File: config.mk
export PLATFORM = sky130hd
export DESIGN_NAME = bt_unit
export DESIGN_NICKNAME = d
export VERILOG_FILES = /design/src/rtl/bt_pkg.sv /design/src/rtl/bt_cond_eval.sv /design/src/rtl/bt_target_sel.sv /design/src/rtl/bt_link_gen.sv /design/src/rtl/bt_unit.sv
export SDC_FILE = /design/constraint.sdc
export NUM_CORES = 1
export LEC_CHECK = 0
export ABC_AREA = 1
export BUFFER_PORTS_ARGS = -buffer_cell sky130_fd_sc_hd__clkbuf_2
export CORE_AREA = 2 2 106 210
export DETAILED_ROUTE_END_ITERATION = 6
export DIE_AREA = 0 0 108 212
export PLACE_DENSITY = 0.69
export SYNTH_ARGS = -nofsm -noshare
export SYNTH_HDL_FRONTEND = slang
export SYNTH_HIERARCHICAL = 1
export SYNTH_SLANG_ARGS = --single-unit
File: constraint.sdc
create_clock -name clk -period 6.1 [get_ports clk]
set_input_delay 0.305 -clock clk [delete_from_list [all_inputs] [get_ports clk]]
set_output_delay 0.305 -clock clk [all_outputs]
set_load 0.05 [all_outputs]
File: src/rtl/bt_pkg.sv
package bt_pkg;
  localparam int XLEN   = 32;
  localparam int OFFW   = 16;
  localparam int IDXW   = 26;
  localparam int RIDW   = 5;
  localparam int OPW    = 4;
  localparam int LINK_R = 31;
  localparam int REGIONW = XLEN - IDXW - 2;

  typedef enum logic [OPW-1:0] {
    OP_NONE   = 4'd0,
    OP_EQ     = 4'd1,
    OP_NE     = 4'd2,
    OP_LEZ    = 4'd3,
    OP_GTZ    = 4'd4,
    OP_LTZ    = 4'd5,
    OP_GEZ    = 4'd6,
    OP_LTZ_LK = 4'd7,
    OP_GEZ_LK = 4'd8,
    OP_JABS   = 4'd9,
    OP_JABS_LK= 4'd10,
    OP_JREG   = 4'd11,
    OP_JREG_LK= 4'd12
  } bt_op_e;

  typedef enum logic [1:0] {TK_REL, TK_ABS, TK_REG, TK_NONE} bt_kind_e;

  function automatic logic [XLEN-1:0] f_rel_target(input logic [XLEN-1:0] pc,
                                                   input logic [OFFW-1:0] off);
    logic [XLEN-1:0] disp;
    disp = {{(XLEN-OFFW-2){off[OFFW-1]}}, off, 2'b00};
    return pc + XLEN'(8) + disp;
  endfunction

  function automatic logic [XLEN-1:0] f_abs_target(input logic [XLEN-1:0] pc,
                                                   input logic [IDXW-1:0] idx);
    logic [XLEN-1:0] slot;
    slot = pc + XLEN'(4);
    return {slot[XLEN-1 -: REGIONW], idx, 2'b00};
  endfunction

  function automatic logic [XLEN-1:0] f_link_value(input logic [XLEN-1:0] pc);
    return pc + XLEN'(8);
  endfunction

  function automatic bt_kind_e f_kind(input logic [OPW-1:0] op);
    case (op)
      OP_EQ, OP_NE, OP_LEZ, OP_GTZ, OP_LTZ, OP_GEZ, OP_LTZ_LK, OP_GEZ_LK: return TK_REL;
      OP_JABS, OP_JABS_LK: return TK_ABS;
      OP_JREG, OP_JREG_LK: return TK_REG;
      default: return TK_NONE;
    endcase
  endfunction
endpackage

File: src/rtl/bt_cond_eval.sv
module bt_cond_eval
  import bt_pkg::*;
(
  input  logic [OPW-1:0]  op_i,
  input  logic [XLEN-1:0] rs_i,
  input  logic [XLEN-1:0] rt_i,
  output logic            take_o
);
  logic signed [XLEN-1:0] rs_s;
  logic rs_neg, rs_zero, ops_equal;

  assign rs_s      = $signed(rs_i);
  assign rs_neg    = rs_s < 0;
  assign rs_zero   = rs_i == '0;
  assign ops_equal = rs_i == rt_i;

  always_comb begin
    case (op_i)
      OP_EQ:                 take_o = ops_equal;
      OP_NE:                 take_o = !ops_equal;
      OP_LEZ:                take_o = rs_neg || rs_zero;
      OP_GTZ:                take_o = !rs_neg && !rs_zero;
      OP_LTZ, OP_LTZ_LK:     take_o = rs_neg;
      OP_GEZ, OP_GEZ_LK:     take_o = !rs_neg;
      OP_JABS, OP_JABS_LK,
      OP_JREG, OP_JREG_LK:   take_o = 1'b1;
      default:               take_o = 1'b0;
    endcase
  end
endmodule

File: src/rtl/bt_target_sel.sv
module bt_target_sel
  import bt_pkg::*;
(
  input  logic [OPW-1:0]  op_i,
  input  logic [XLEN-1:0] pc_i,
  input  logic [OFFW-1:0] off_i,
  input  logic [IDXW-1:0] idx_i,
  input  logic [XLEN-1:0] rs_i,
  output logic            is_cf_o,
  output logic [XLEN-1:0] target_o,
  output logic            misalign_o
);
  bt_kind_e kind;
  logic [XLEN-1:0] rel_t, abs_t;

  assign kind  = f_kind(op_i);
  assign rel_t = f_rel_target(pc_i, off_i);
  assign abs_t = f_abs_target(pc_i, idx_i);

  always_comb begin
    is_cf_o    = 1'b1;
    misalign_o = 1'b0;
    case (kind)
      TK_REL: target_o = rel_t;
      TK_ABS: target_o = abs_t;
      TK_REG: begin
        target_o   = rs_i;
        misalign_o = rs_i[1:0] != 2'b00;
      end
      default: begin
        target_o = '0;
        is_cf_o  = 1'b0;
      end
    endcase
  end
endmodule

File: src/rtl/bt_link_gen.sv
module bt_link_gen
  import bt_pkg::*;
(
  input  logic [OPW-1:0]  op_i,
  input  logic [RIDW-1:0] rd_i,
  input  logic [XLEN-1:0] pc_i,
  output logic            we_o,
  output logic [RIDW-1:0] reg_o,
  output logic [XLEN-1:0] data_o
);
  assign data_o = f_link_value(pc_i);

  always_comb begin
    case (op_i)
      OP_LTZ_LK, OP_GEZ_LK, OP_JABS_LK: begin
        we_o  = 1'b1;
        reg_o = RIDW'(LINK_R);
      end
      OP_JREG_LK: begin
        we_o  = rd_i != '0;
        reg_o = rd_i;
      end
      default: begin
        we_o  = 1'b0;
        reg_o = '0;
      end
    endcase
  end
endmodule

File: src/rtl/bt_unit.sv
module bt_unit
  import bt_pkg::*;
(
  input  logic             clk,
  input  logic             rst_n,
  input  logic             issue_i,
  input  logic [OPW-1:0]   op_i,
  input  logic [XLEN-1:0]  pc_i,
  input  logic [OFFW-1:0]  off_i,
  input  logic [IDXW-1:0]  idx_i,
  input  logic [XLEN-1:0]  rs_val_i,
  input  logic [XLEN-1:0]  rt_val_i,
  input  logic [RIDW-1:0]  rd_i,
  output logic             pend_o,
  output logic             redir_o,
  output logic [XLEN-1:0]  redir_pc_o,
  output logic             link_we_o,
  output logic [RIDW-1:0]  link_reg_o,
  output logic [XLEN-1:0]  link_data_o,
  output logic             exc_o,
  output logic [XLEN-1:0]  exc_addr_o
);
  logic            take_w, is_cf_w, misalign_w, lk_we_w;
  logic [XLEN-1:0] target_w, lk_data_w;
  logic [RIDW-1:0] lk_reg_w;
  logic            accept_w, redirect_w, fault_w;

  logic            pend_q, redir_q, link_we_q, exc_arm_q, exc_q;
  logic [XLEN-1:0] redir_pc_q, link_data_q, exc_addr_q;
  logic [RIDW-1:0] link_reg_q;

  bt_cond_eval u_cond (
    .op_i(op_i), .rs_i(rs_val_i), .rt_i(rt_val_i), .take_o(take_w));

  bt_target_sel u_tgt (
    .op_i(op_i), .pc_i(pc_i), .off_i(off_i), .idx_i(idx_i), .rs_i(rs_val_i),
    .is_cf_o(is_cf_w), .target_o(target_w), .misalign_o(misalign_w));

  bt_link_gen u_link (
    .op_i(op_i), .rd_i(rd_i), .pc_i(pc_i),
    .we_o(lk_we_w), .reg_o(lk_reg_w), .data_o(lk_data_w));

  // Issue is dropped while a delay slot is being fetched
  assign accept_w   = issue_i && is_cf_w && !pend_q;
  assign redirect_w = accept_w && take_w && !misalign_w;
  assign fault_w    = accept_w && take_w && misalign_w;

  always_ff @(posedge clk) begin
    if (!rst_n) begin
      pend_q      <= 1'b0;
      redir_q     <= 1'b0;
      redir_pc_q  <= '0;
      link_we_q   <= 1'b0;
      link_reg_q  <= '0;
      link_data_q <= '0;
      exc_arm_q   <= 1'b0;
      exc_q       <= 1'b0;
      exc_addr_q  <= '0;
    end else begin
      pend_q    <= accept_w;
      redir_q   <= redirect_w;
      link_we_q <= accept_w && lk_we_w;
      exc_arm_q <= fault_w;
      exc_q     <= exc_arm_q;
      if (accept_w) begin
        redir_pc_q  <= target_w;
        link_reg_q  <= lk_reg_w;
        link_data_q <= lk_data_w;
      end
      if (fault_w) exc_addr_q <= target_w;
    end
  end

  assign pend_o      = pend_q;
  assign redir_o     = redir_q;
  assign redir_pc_o  = redir_pc_q;
  assign link_we_o   = link_we_q;
  assign link_reg_o  = link_reg_q;
  assign link_data_o = link_data_q;
  assign exc_o       = exc_q;
  assign exc_addr_o  = exc_addr_q;

  // Input assumption: instruction addresses are word aligned
  a_r10_pc_aligned: assert property (@(posedge clk) disable iff (!rst_n)
    issue_i |-> pc_i[1:0] == 2'b00);

  a_r7_pend_after_accept: assert property (@(posedge clk) disable iff (!rst_n)
    accept_w |=> pend_o);

  a_r7_pend_single_cycle: assert property (@(posedge clk) disable iff (!rst_n)
    pend_o |=> !pend_o);

  a_r7_outputs_in_pend: assert property (@(posedge clk) disable iff (!rst_n)
    (redir_o || link_we_o) |-> pend_o);

  a_r10_target_aligned: assert property (@(posedge clk) disable iff (!rst_n)
    redir_o |-> redir_pc_o[1:0] == 2'b00);

  a_r4_exc_after_slot: assert property (@(posedge clk) disable iff (!rst_n)
    exc_o |-> (!pend_o && $past(pend_o) && !$past(redir_o)));

  a_r4_exc_addr_misaligned: assert property (@(posedge clk) disable iff (!rst_n)
    exc_o |-> exc_addr_o[1:0] != 2'b00);

  a_r6_no_zero_link: assert property (@(posedge clk) disable iff (!rst_n)
    link_we_o |-> link_reg_o != '0);

  a_r8_drop_during_pend: assert property (@(posedge clk) disable iff (!rst_n)
    (pend_o && issue_i) |=> !pend_o && !redir_o && !link_we_o);
endmodule

==> flow_summary.yaml, run 1 <==
sta:
  maxSlewViolCount: 0
  tightestPinTransition_ns: 1.07
  finClkSkew_ns: 0.00702
  finalHoldViolations: 0
  period_share_pct: 43.8
  fmax_ghz: 0.374
  fin_setup_tns_ns: 0
  slew_headroom_pct: 28.4
  finalCriticalPeriod_ns: 2.67
  rsz0062_at_grt: "false"
  setup_viol: 0
logic_synthesis:
  synth_ff_type: "dfxtp_1"
  synth_top_family_by_area: "simple AND/OR/NAND/NOR gates"
  syn_nets: 1813
  syn_inst: 1602
  ys_types: 41
  yosysMostFrequentCell: "nand2_1"
  synth_largest_area_cell: "dfxtp_1"
  seq_area_frac_synth_pct: 22.6
  ys_warn_count: 6
  synth_mux_area_share_pct: 0
  yosys.area_share.adder_pct: 8.19
  ys_top_cells_by_area: "dfxtp_1 (23%), nand2_1 (19%), nor2_1 (11%), inv_1 (8.7%), ha_1 (8.0%)"
  netlist_top_cells_count: "nand2_1 (468), nor2_1 (280), inv_1 (217)"
  synthSimpleGateAreaFrac_pct: 44.1
  syn_area_um2: 9410
  syn_area_per_cell_um2: 5.87
  synthXorXnorAreaFrac_pct: 4.46
  synth_seq_cells: 106
  synth_edf_count: 0
  synth_top_area_share_pct: 22.6
  postSynth.asyncResetShare_pct: 0
  synth_compound_area_share_pct: 8.47
cts:
  cts_tree: "done"
  htree_num_levels: 3
  clock-sinks: 106
  cts_setup_buffers: 0
  cts_hold_buffers: 0
  clockBufferDepth: 2
  worstSkewPairLatency_ns: 0.37
  cts_buffers: 9
  clk_pin_slew_worst_paths_ns: 0.08
  ctsResizeCount: 0
  clock-root-buffer: "clkbuf_16"
place:
  place.gp.congestion: 0.962
  placed_area_um2: 10800
  port_buffers: 254
  hpwl_mm: 28.4
  placed_cells: 2083
detailed_routing:
  vias_per_cell: 5.13
  drc_errors: 0
  drtAntennaViolNets: 0
  vias: 10783
  met3_length_mm: 1.88
  topRoutingLayerUsed: "met4"
  wl_met2_mm: 18.6
  post_drt_wl_per_cell_um: 16.6
  met1_length_mm: 12.2
  drt-total-wl_mm: 34.8
  drtPass1Iterations: 5
  first_iter_violations: 594
grt:
  grt-ovfl-total: 0
  grt_pass1_vias: 9950
  grt_start_max_net_pins: 108
  track_usage_pct: 30.0
  grt_pass1_wl_mm: 52.6
  antenna_found_initial: 2
flow_run:
  cap_viol_max_count: 0
die:
  die_w_um: 108
  die-area_um2: 22900
  core_area_um2: 21400
  start_util_pct: 44.0
  rows: 76
  die_height_um: 212
  pin_count: 255
layout:
  fin_nets: 2032
  final_cells: 2101
  final_area_um2: 11100
  layout-drive-gt1-share_pct: 18.8
  synthToLayoutAreaGrowth_pct: 17.6
  fill_cells: 2339
  final_util_pct: 51.7
setup_path:
  worstPathCellList: "clkbuf_2 -> inv_1 -> ha_1 -> o21ai_4 -> or2_2 -> nand3_2 -> buf_4 -> o21ai_0 -> nor2_1"
  worstPathRequired_ns: 6.35
  arrival_ns: 2.92
  crit_fanout: 38
  crit_family: "simple AND/OR/NAND/NOR gates"
  critPathKind: "input port to flip-flop"
  end_kind: "flip-flop"
  startpoint_type: "input port"
  path_buf_inv: 3
  crit_slowest_cell: "nand3_2"
  slowest_delay_ns: 0.53
power:
  p_leak_nw: 6.10
  power_density_nw_per_um2: 215
  ir_worst_vdd_v: 0.000123
min_path:
  hp-class: "input port to flip-flop"
outcome:
  status: "completed"
==> metal layers <==
layer  track usage (%)  vias up
li1                  -     5422
met1              31.7     4843
met2              55.9      430
met3              2.91       88
met4              18.3        0
met5                 0        -
==> worst register-to-register path: stages (launching register included) <==
cell,delay [ns]
dfxtp_1,0.35
inv_1,0.08
nand3_2,0.51
buf_4,0.51
o21ai_0,0.39
nor2_1,0.09
==> registers in the layout (all words and copies together) (netlist names) <==
signal and count:
exc_addr_o 32, link_data_o 32, redir_pc_o 32, link_reg_o 5, exc_arm_q 1, exc_o 1
link_we_o 1, pend_o 1, redir_o 1
==> metrics by stage <==
| step | setup slack [ns] | power, mW | hold WS, ns |
|---|---|---|---|
| 6_report | 3.43 | 2.38 | 0.251 |
| 5_1_grt | 3.21 | 2.51 | 0.277 |
| 4_1_cts | 3.43 | 2.39 | 0.242 |
| 3_5_place_dp | 3.04 | 1.78 | 0.429 |
| 3_3_place_gp | 3.04 | 1.78 | 0.398 |
| 2_1_floorplan | 3.81 | 1.48 | 0.390 |
==> kinds of logic (layout without fill, tap and decap cells) <==
| kind of cell | count (synthesis) | after routing |
|---|---|---|
| and+or+nand+nor | 967 | 967 |
| adders and majority gates | 61 | 61 |
| xor gates and xnor gates | 47 | 47 |
| other | 0 | 2 |
| DFF | 106 | 106 |
| buffers and inverters | 275 | 499 |
| AOI/OAI and AO/OA | 146 | 146 |
==> final cells by class <==
type	instances	area [µm²]	area share (%)
clock buffers	10	239	2.16
clock inverters	6	67.6	0.611
repair buffers	258	1300	11.8
well taps	273	342	3.09
inverters	225	847	7.66
diodes	2	5.00	0.0452
multi-input cells	1221	6140	55.5
flip-flops and latches	106	2120	19.2
==> where the power goes <==
group | internal [mW] | total (mW) | switching [mW]
Clock | 0.302 | 0.603 | 0.301
Sequential | 0.746 | 0.779 | 0.0327
Combinational | 0.284 | 0.996 | 0.712
==> cell usage in the layout, fill, tap and decap left out, types with 6 or more instances in the layout <==
cell type  instances
nor2_2            14
nand4_1           21
o21ai_0           77
xnor2_1           34
inv_1            217
xor2_1            12
clkbuf_2         254
nand2_1          468
a21oi_1           50
nor2_4             9
inv_2              6
nand3_1          112
nand3_2           13
nor3_1             7
a22o_1             8
dfxtp_1          106
clkbuf_16          9
nor2_1           280
ha_1              60
nand3b_1          11
nand2_2           16
==> worst paths after layout <==
check	startpoint	endpoint	slack, ns	cells past startpoint
min reg2reg	exc_arm_q	exc_o	0.45	2
min	pc_i[0]	link_data_o[0]	0.25	3
max reg2reg	pend_o	redir_pc_o[2]	4.04	5
max	op_i[0]	redir_pc_o[2]	3.43	9
Power figures use the tool's default switching activity.
==> inputs of run 2 (changes only) <==
--- a/config.mk
+++ b/config.mk
@@ -5,12 +5,12 @@
 export SDC_FILE = /design/constraint.sdc
 export NUM_CORES = 1
 export LEC_CHECK = 0
-export ABC_AREA = 1
+export ABC_AREA = 0
 export BUFFER_PORTS_ARGS = -buffer_cell sky130_fd_sc_hd__clkbuf_2
-export CORE_AREA = 2 2 106 210
+export CORE_AREA = 2 2 97 193
 export DETAILED_ROUTE_END_ITERATION = 6
-export DIE_AREA = 0 0 108 212
-export PLACE_DENSITY = 0.69
+export DIE_AREA = 0 0 99 195
+export PLACE_DENSITY = 0.71
 export SYNTH_ARGS = -nofsm -noshare
 export SYNTH_HDL_FRONTEND = slang
 export SYNTH_HIERARCHICAL = 1
==> constraint.sdc (replaced) <==
create_clock -name clk -period 2.55 [get_ports clk]
set_input_delay 0.1275 -clock clk [delete_from_list [all_inputs] [get_ports clk]]
set_output_delay 0.1275 -clock clk [all_outputs]
set_load 0.05 [all_outputs]
==> flow_summary.yaml, run 2 <==
sta:
  finClkSkew_ns: 0.00825
  holdWs_ns: 0.0807
  maxSlewViolCount: 0
  slew_headroom_pct: 52.8
  fin_setup_tns_ns: 0
  finalCriticalPeriod_ns: 2.51
  rsz0062_at_grt: "true"
  tightestPinTransition_ns: 0.708
  finalHoldViolations: 0
  period_share_pct: 98.2
  setup_viol: 0
  fmax_ghz: 0.399
grt:
  antenna_found_initial: 2
  grt_pass1_wl_mm: 44.6
  grt-ovfl-total: 0
  use_met2_pct: 53.5
  grt_busiest_layer: "met2"
  use_met3_pct: 4.44
  grtUsageMet1_pct: 31.9
  grt_start_max_net_pins: 76
  track_usage_pct: 29.5
  grt_pass1_vias: 8453
logic_synthesis:
  synth_edf_count: 0
  synth_seq_cells: 106
  postSynth.asyncResetShare_pct: 0
  syn_nets: 1218
  syn_area_per_cell_um2: 7.87
  syn_inst: 1007
  yosysMostFrequentCell: "nand2_1"
  ys_warn_count: 6
  seq_area_frac_synth_pct: 26.8
  synth_ff_type: "dfxtp_1"
  synth_top_area_share_pct: 26.8
  netlist_top_cells_count: "nand2_1 (254), dfxtp_1 (106), a21boi_0 (72)"
  ys_types: 67
  ys_top_cells_by_area: "dfxtp_1 (27%), nand2_1 (12%), ha_1 (9.5%), xnor2_1 (7.7%), a21boi_0 (6.8%)"
  syn_area_um2: 7920
  synth_largest_area_cell: "dfxtp_1"
detailed_routing:
  first_iter_violations: 372
  drc_errors: 0
  vias_per_cell: 5.50
  vias: 8629
  drtAntennaViolNets: 0
  drtPass1Iterations: 5
  drt-total-wl_mm: 29.0
  post_drt_wl_per_cell_um: 18.5
layout:
  final_cell_mix: "nand2_1 (254), clkbuf_2 (252), buf_4 (130), dfxtp_1 (106), xnor2_1 (70)"
  layout_commonest_cell: "nand2_1"
  final_area_um2: 10600
  multi_input_area_um2: 5540
  fill_cells: 1671
  seq_area_um2: 2120
  synthToLayoutAreaGrowth_pct: 34.1
  fin_nets: 1560
  final_util_pct: 60.0
  layout-drive-gt1-share_pct: 32.3
flow_run:
  cap_viol_max_count: 0
setup_path:
  r2r-start: "pend_o"
  critPathKind: "input port to flip-flop"
  crit_slowest_cell: "a211oi_4"
  cp-startpoint: "off_i[1]"
  crit_family: "compound AO/OA/AOI/OAI gates"
  path_buf_inv: 4
  crit_top_cell: "ha_4"
  r2r.worst_path.cells: 4
  startpoint_type: "input port"
  slowest_delay_ns: 0.35
  cp.depth: 16
  arrival_ns: 2.80
  worstPathRequired_ns: 2.85
  crit_fanout: 4
  worstPathCellList: "clkbuf_16 -> inv_12 -> ha_4 -> inv_4 -> ha_4 -> inv_2 -> fa_2 -> and2b_2 -> o2111ai_4 -> a211o_1 -> a211oi_4 -> a211oi_2 -> mux2_4 -> o211ai_2 -> nand2_1 -> mux2i_1"
  end_kind: "flip-flop"
cts:
  clock-sinks: 106
  cts_hold_buffers: 0
  cts_tree: "done"
  clock-root-buffer: "clkbuf_16"
  clk_pin_slew_worst_paths_ns: 0.07
  htree_num_levels: 3
  cts_setup_buffers: 0
  cts_buffers: 9
  clockBufferDepth: 2
  worstSkewPairLatency_ns: 0.36
die:
  die_height_um: 195
  die-area_um2: 19300
  die_w_um: 99
  core_area_um2: 17700
  start_util_pct: 44.8
  rows: 69
  pin_count: 255
power:
  power_density_nw_per_um2: 495
  p_leak_nw: 4.84
  totalPowerFinal_mw: 5.26
  ir_worst_vdd_v: 0.000386
outcome:
  status: "completed"
place:
  hpwl_mm: 23.7
  place.gp.congestion: 0.947
  placed_area_um2: 10300
  port_buffers: 254
min_path:
  min_path_cells: 3
  hp-class: "input port to flip-flop"
  hp-start: "pc_i[0]"
[run 2: changes by cell type after synthesis, moves of 45 or more]
cell	previous run	this run
o21ai_0	77	32
nor2_1	280	28
inv_1	217	23
a21boi_0	0	72
nand2_1	468	254
nand3_1	112	20
[run 2: cells by family (layout without fill, tap and decap cells)]
kind of cell,after synthesis,in the layout,synth area share [%]
AO/OA/AOI/OAI,239,239,21.0
adder cells (fa/ha/maj),61,61,9.73
buffers and inverters,78,425,4.39
flip-flops,106,106,26.8
AND/OR/NAND/NOR,400,400,23.9
other,0,2,0
XOR/XNOR,86,86,9.51
multiplexers,37,37,4.74
[run 2: metal layers]
layer	wire length (µm)	vias to the layer above
li1	-	4221
met1	10500	3995
met2	15200	347
met3	1620	66
met4	1600	0
met5	0	-
[run 2: worst register-to-register path: cells and delay by family, from the launching register on]
| family | cells | cell delay [ns] |
|---|---|---|
| AO/OA/AOI/OAI | 1 | 0.18 |
| flip-flops | 1 | 0.34 |
| buffers and inverters | 1 | 0.37 |
| AND/OR/NAND/NOR | 2 | 0.41 |
[run 2: repair_timing]
| action | CTS | global route |
|---|---|---|
| pin swaps | 6 | 2 |
| endpoints found under the hold margin | 0 | 0 |
| resized for setup | 7 | 4 |
| endpoints found under the setup margin | 6 | 8 |
[run 2: path summary, 6_finish.rpt]
path	to	slack, ns
max	exc_addr_o[31]	0.04
min	link_data_o[0]	0.08
max reg2reg	redir_pc_o[2]	1.17
min reg2reg	exc_o	0.44
[run 2: final cells by class]
type,count,share of cell area (%)
tap,213,2.51
multi-input combinational,823,52.1
antenna,2,0.0471
sequential,106,20.0
clock buffer,11,2.19
timing repair buffer,386,21.9
clock inverter,5,0.365
inverter,23,0.954
[run 2: per-stage QoR]
stage,worst slack (ns),instances
6_report,0.0448,1569
5_1_grt,-0.0993,1569
4_1_cts,0.0391,1567
3_5_place_dp,-0.479,1551
3_3_place_gp,-0.452,1551
2_1_floorplan,-0.0665,1007
[run 2: power by group]
part / total, mW / switching, mW / internal [mW] / leakage, nW
clock network: 1.35 / 0.676 / 0.672 / 0.131
logic: 2.12 / 1.29 / 0.836 / 3.85
registers: 1.79 / 0.0492 / 1.74 / 0.862
total: 5.26 / 2.01 / 3.25 / 4.84
==> inputs of run 3 (changes only) <==
--- a/config.mk
+++ b/config.mk
@@ -8,9 +8,10 @@
 export ABC_AREA = 0
 export BUFFER_PORTS_ARGS = -buffer_cell sky130_fd_sc_hd__clkbuf_2
 export CORE_AREA = 2 2 97 193
+export CTS_CLUSTER_DIAMETER = 40
 export DETAILED_ROUTE_END_ITERATION = 6
 export DIE_AREA = 0 0 99 195
-export PLACE_DENSITY = 0.71
+export PLACE_DENSITY = 0.73
 export SYNTH_ARGS = -nofsm -noshare
 export SYNTH_HDL_FRONTEND = slang
 export SYNTH_HIERARCHICAL = 1
==> flow_summary.yaml, run 3 (synthesis results as in run 2) <==
outcome:
  status: "completed"
grt:
  antenna_found_initial: 0
  grt_start_max_net_pins: 62
  grt_pass1_vias: 8556
  grt-ovfl-total: 0
  track_usage_pct: 29.5
  grt_pass1_wl_mm: 44.7
layout:
  antennaDiodeCount: 0
  final_cells: 1569
  synthToLayoutAreaGrowth_pct: 34.7
  layout-drive-gt1-share_pct: 32.3
  final_cell_mix: "nand2_1 (254), clkbuf_2 (251), buf_4 (129), dfxtp_1 (106), xnor2_1 (70)"
  layout_commonest_cell: "nand2_1"
  fin_nets: 1562
cts:
  worstSkewPairLatency_ns: 0.36
  clock-sinks: 106
  clockBufferDepth: 2
  clock-root-buffer: "clkbuf_16"
  cts_buffers: 9
  cts_tree: "done"
  clk_pin_slew_worst_paths_ns: 0.07
  htree_num_levels: 3
sta:
  maxSlewViolCount: 0
  fmax_ghz: 0.396
  tightestPinTransition_ns: 0.555
  period_share_pct: 99.0
  finClkSkew_ns: 0.00517
  slew_headroom_pct: 62.7
  rsz0062_at_grt: "true"
  worst_slack_ns: 0.0258
  setup_viol: 0
  finalHoldViolations: 0
  finalCriticalPeriod_ns: 2.52
power:
  ir_worst_vdd_v: 0.000328
  seq_power_share_pct: 33.5
  p_clk_share_pct: 26.2
  switchingPower_mw: 2.01
  p_leak_nw: 4.86
  pwr-share-comb_pct: 40.3
  power_density_nw_per_um2: 499
  p_sw_share_pct: 37.7
  p_int_mw: 3.32
flow_run:
  cap_viol_max_count: 0
setup_path:
  r2r.worst_path.cells: 4
  r2r-end: "link_data_o[4]"
  worstPathRequired_ns: 2.84
  startpoint_type: "input port"
  r2r-start: "pend_o"
  critPathKind: "input port to flip-flop"
  arrival_ns: 2.81
  r2r_slack_ns: 1.19
  end_kind: "flip-flop"
  crit_fanout: 4
die:
  start_util_pct: 44.8
  rows: 69
  die_height_um: 195
  die-area_um2: 19300
  core_area_um2: 17700
  pin_count: 255
  die_w_um: 99
detailed_routing:
  drtAntennaViolNets: 0
  drtPass1Iterations: 5
  drc_errors: 0
  vias_per_cell: 5.51
  vias: 8653
  drt-total-wl_mm: 29.0
  first_iter_violations: 356
  post_drt_wl_per_cell_um: 18.5
place:
  post-place-ws_ns: -0.507
  port_buffers: 254
  placed_cells: 1553
  place.gp.congestion: 0.920
  hpwl_mm: 23.9
min_path:
  min_path_cells: 3
  whs_endpoint: "link_data_o[0]"
  hp-start: "pc_i[0]"
  hp-class: "input port to flip-flop"
-- run 3: routing by layer --
layer,part of all wire [%],global-route usage (%)
met1,35,30.9
met2,53,55.0
met3,5.7,3.69
met4,6.2,16.8
met5,0,0
-- run 3: worst max path at each step --
stage,end,depth (start not counted),slack (ns),startpoint
2_1_floorplan,exc_addr_o[31],15,-0.07,off_i[1]
3_3_place_gp,exc_addr_o[31],14,-0.43,pc_i[2]
3_5_place_dp,exc_addr_o[31],16,-0.51,off_i[1]
4_1_cts,exc_addr_o[31],16,0.01,off_i[1]
5_1_grt,exc_addr_o[31],16,-0.08,off_i[1]
6_report,exc_addr_o[31],16,0.03,off_i[1]
-- run 3: layout make-up --
| cell class | instances | area [µm²] |
|---|---|---|
| timing repair buffer | 388 | 2370 |
| clock buffer | 12 | 256 |
| clock inverter | 4 | 33.8 |
| multi-input combinational | 823 | 5520 |
| fill | 1648 | 7030 |
| sequential | 106 | 2120 |
| inverter | 23 | 101 |
| tap | 213 | 267 |
-- run 3: critical path, cell delays in order --
cell and delay, ns:
buf_8 0.09, inv_12 0.03, ha_4 0.23, inv_4 0.05, ha_4 0.12, inv_2 0.03
fa_2 0.32, and2b_2 0.25, o2111ai_4 0.13, a211o_1 0.33, a211oi_4 0.36, a211oi_2 0.13
mux2_4 0.32, o211ai_2 0.07, nand2_1 0.07, mux2i_1 0.14
-- run 3: stage by stage --
step                setup TNS (ns)  cell area [µm²]  hold WS, ns  utilization (%)  total power [mW]
floorplan                   -0.158             7970        0.295                -              3.05
global placement             -6.49            10300        0.429             58.4              3.92
detailed placement           -8.63            10300        0.433             58.4              3.93
CTS                              0            10700       0.0753             60.2              5.35
global route                -0.171            10700       0.0950             60.3              5.59
finish                           0            10700       0.0803             60.3              5.33
-- run 3: timing repair --
action,CTS,global route
endpoints found under the setup margin,7,8
setup buffers,0,0
hold buffers,0,0
pin swaps,5,5
gates resized for setup,5,5
-- run 3: power by group through the flow --
| stage | combinational [mW] | sequential [mW] | clock, mW |
|---|---|---|---|
| after floorplan | 0.945 | 2.10 | 0 |
| after global placement | 2.10 | 1.82 | 0 |
| after detailed placement | 2.11 | 1.83 | 0 |
| after CTS | 2.13 | 1.79 | 1.43 |
| after global routing | 2.31 | 1.80 | 1.48 |
| final | 2.15 | 1.79 | 1.40 |
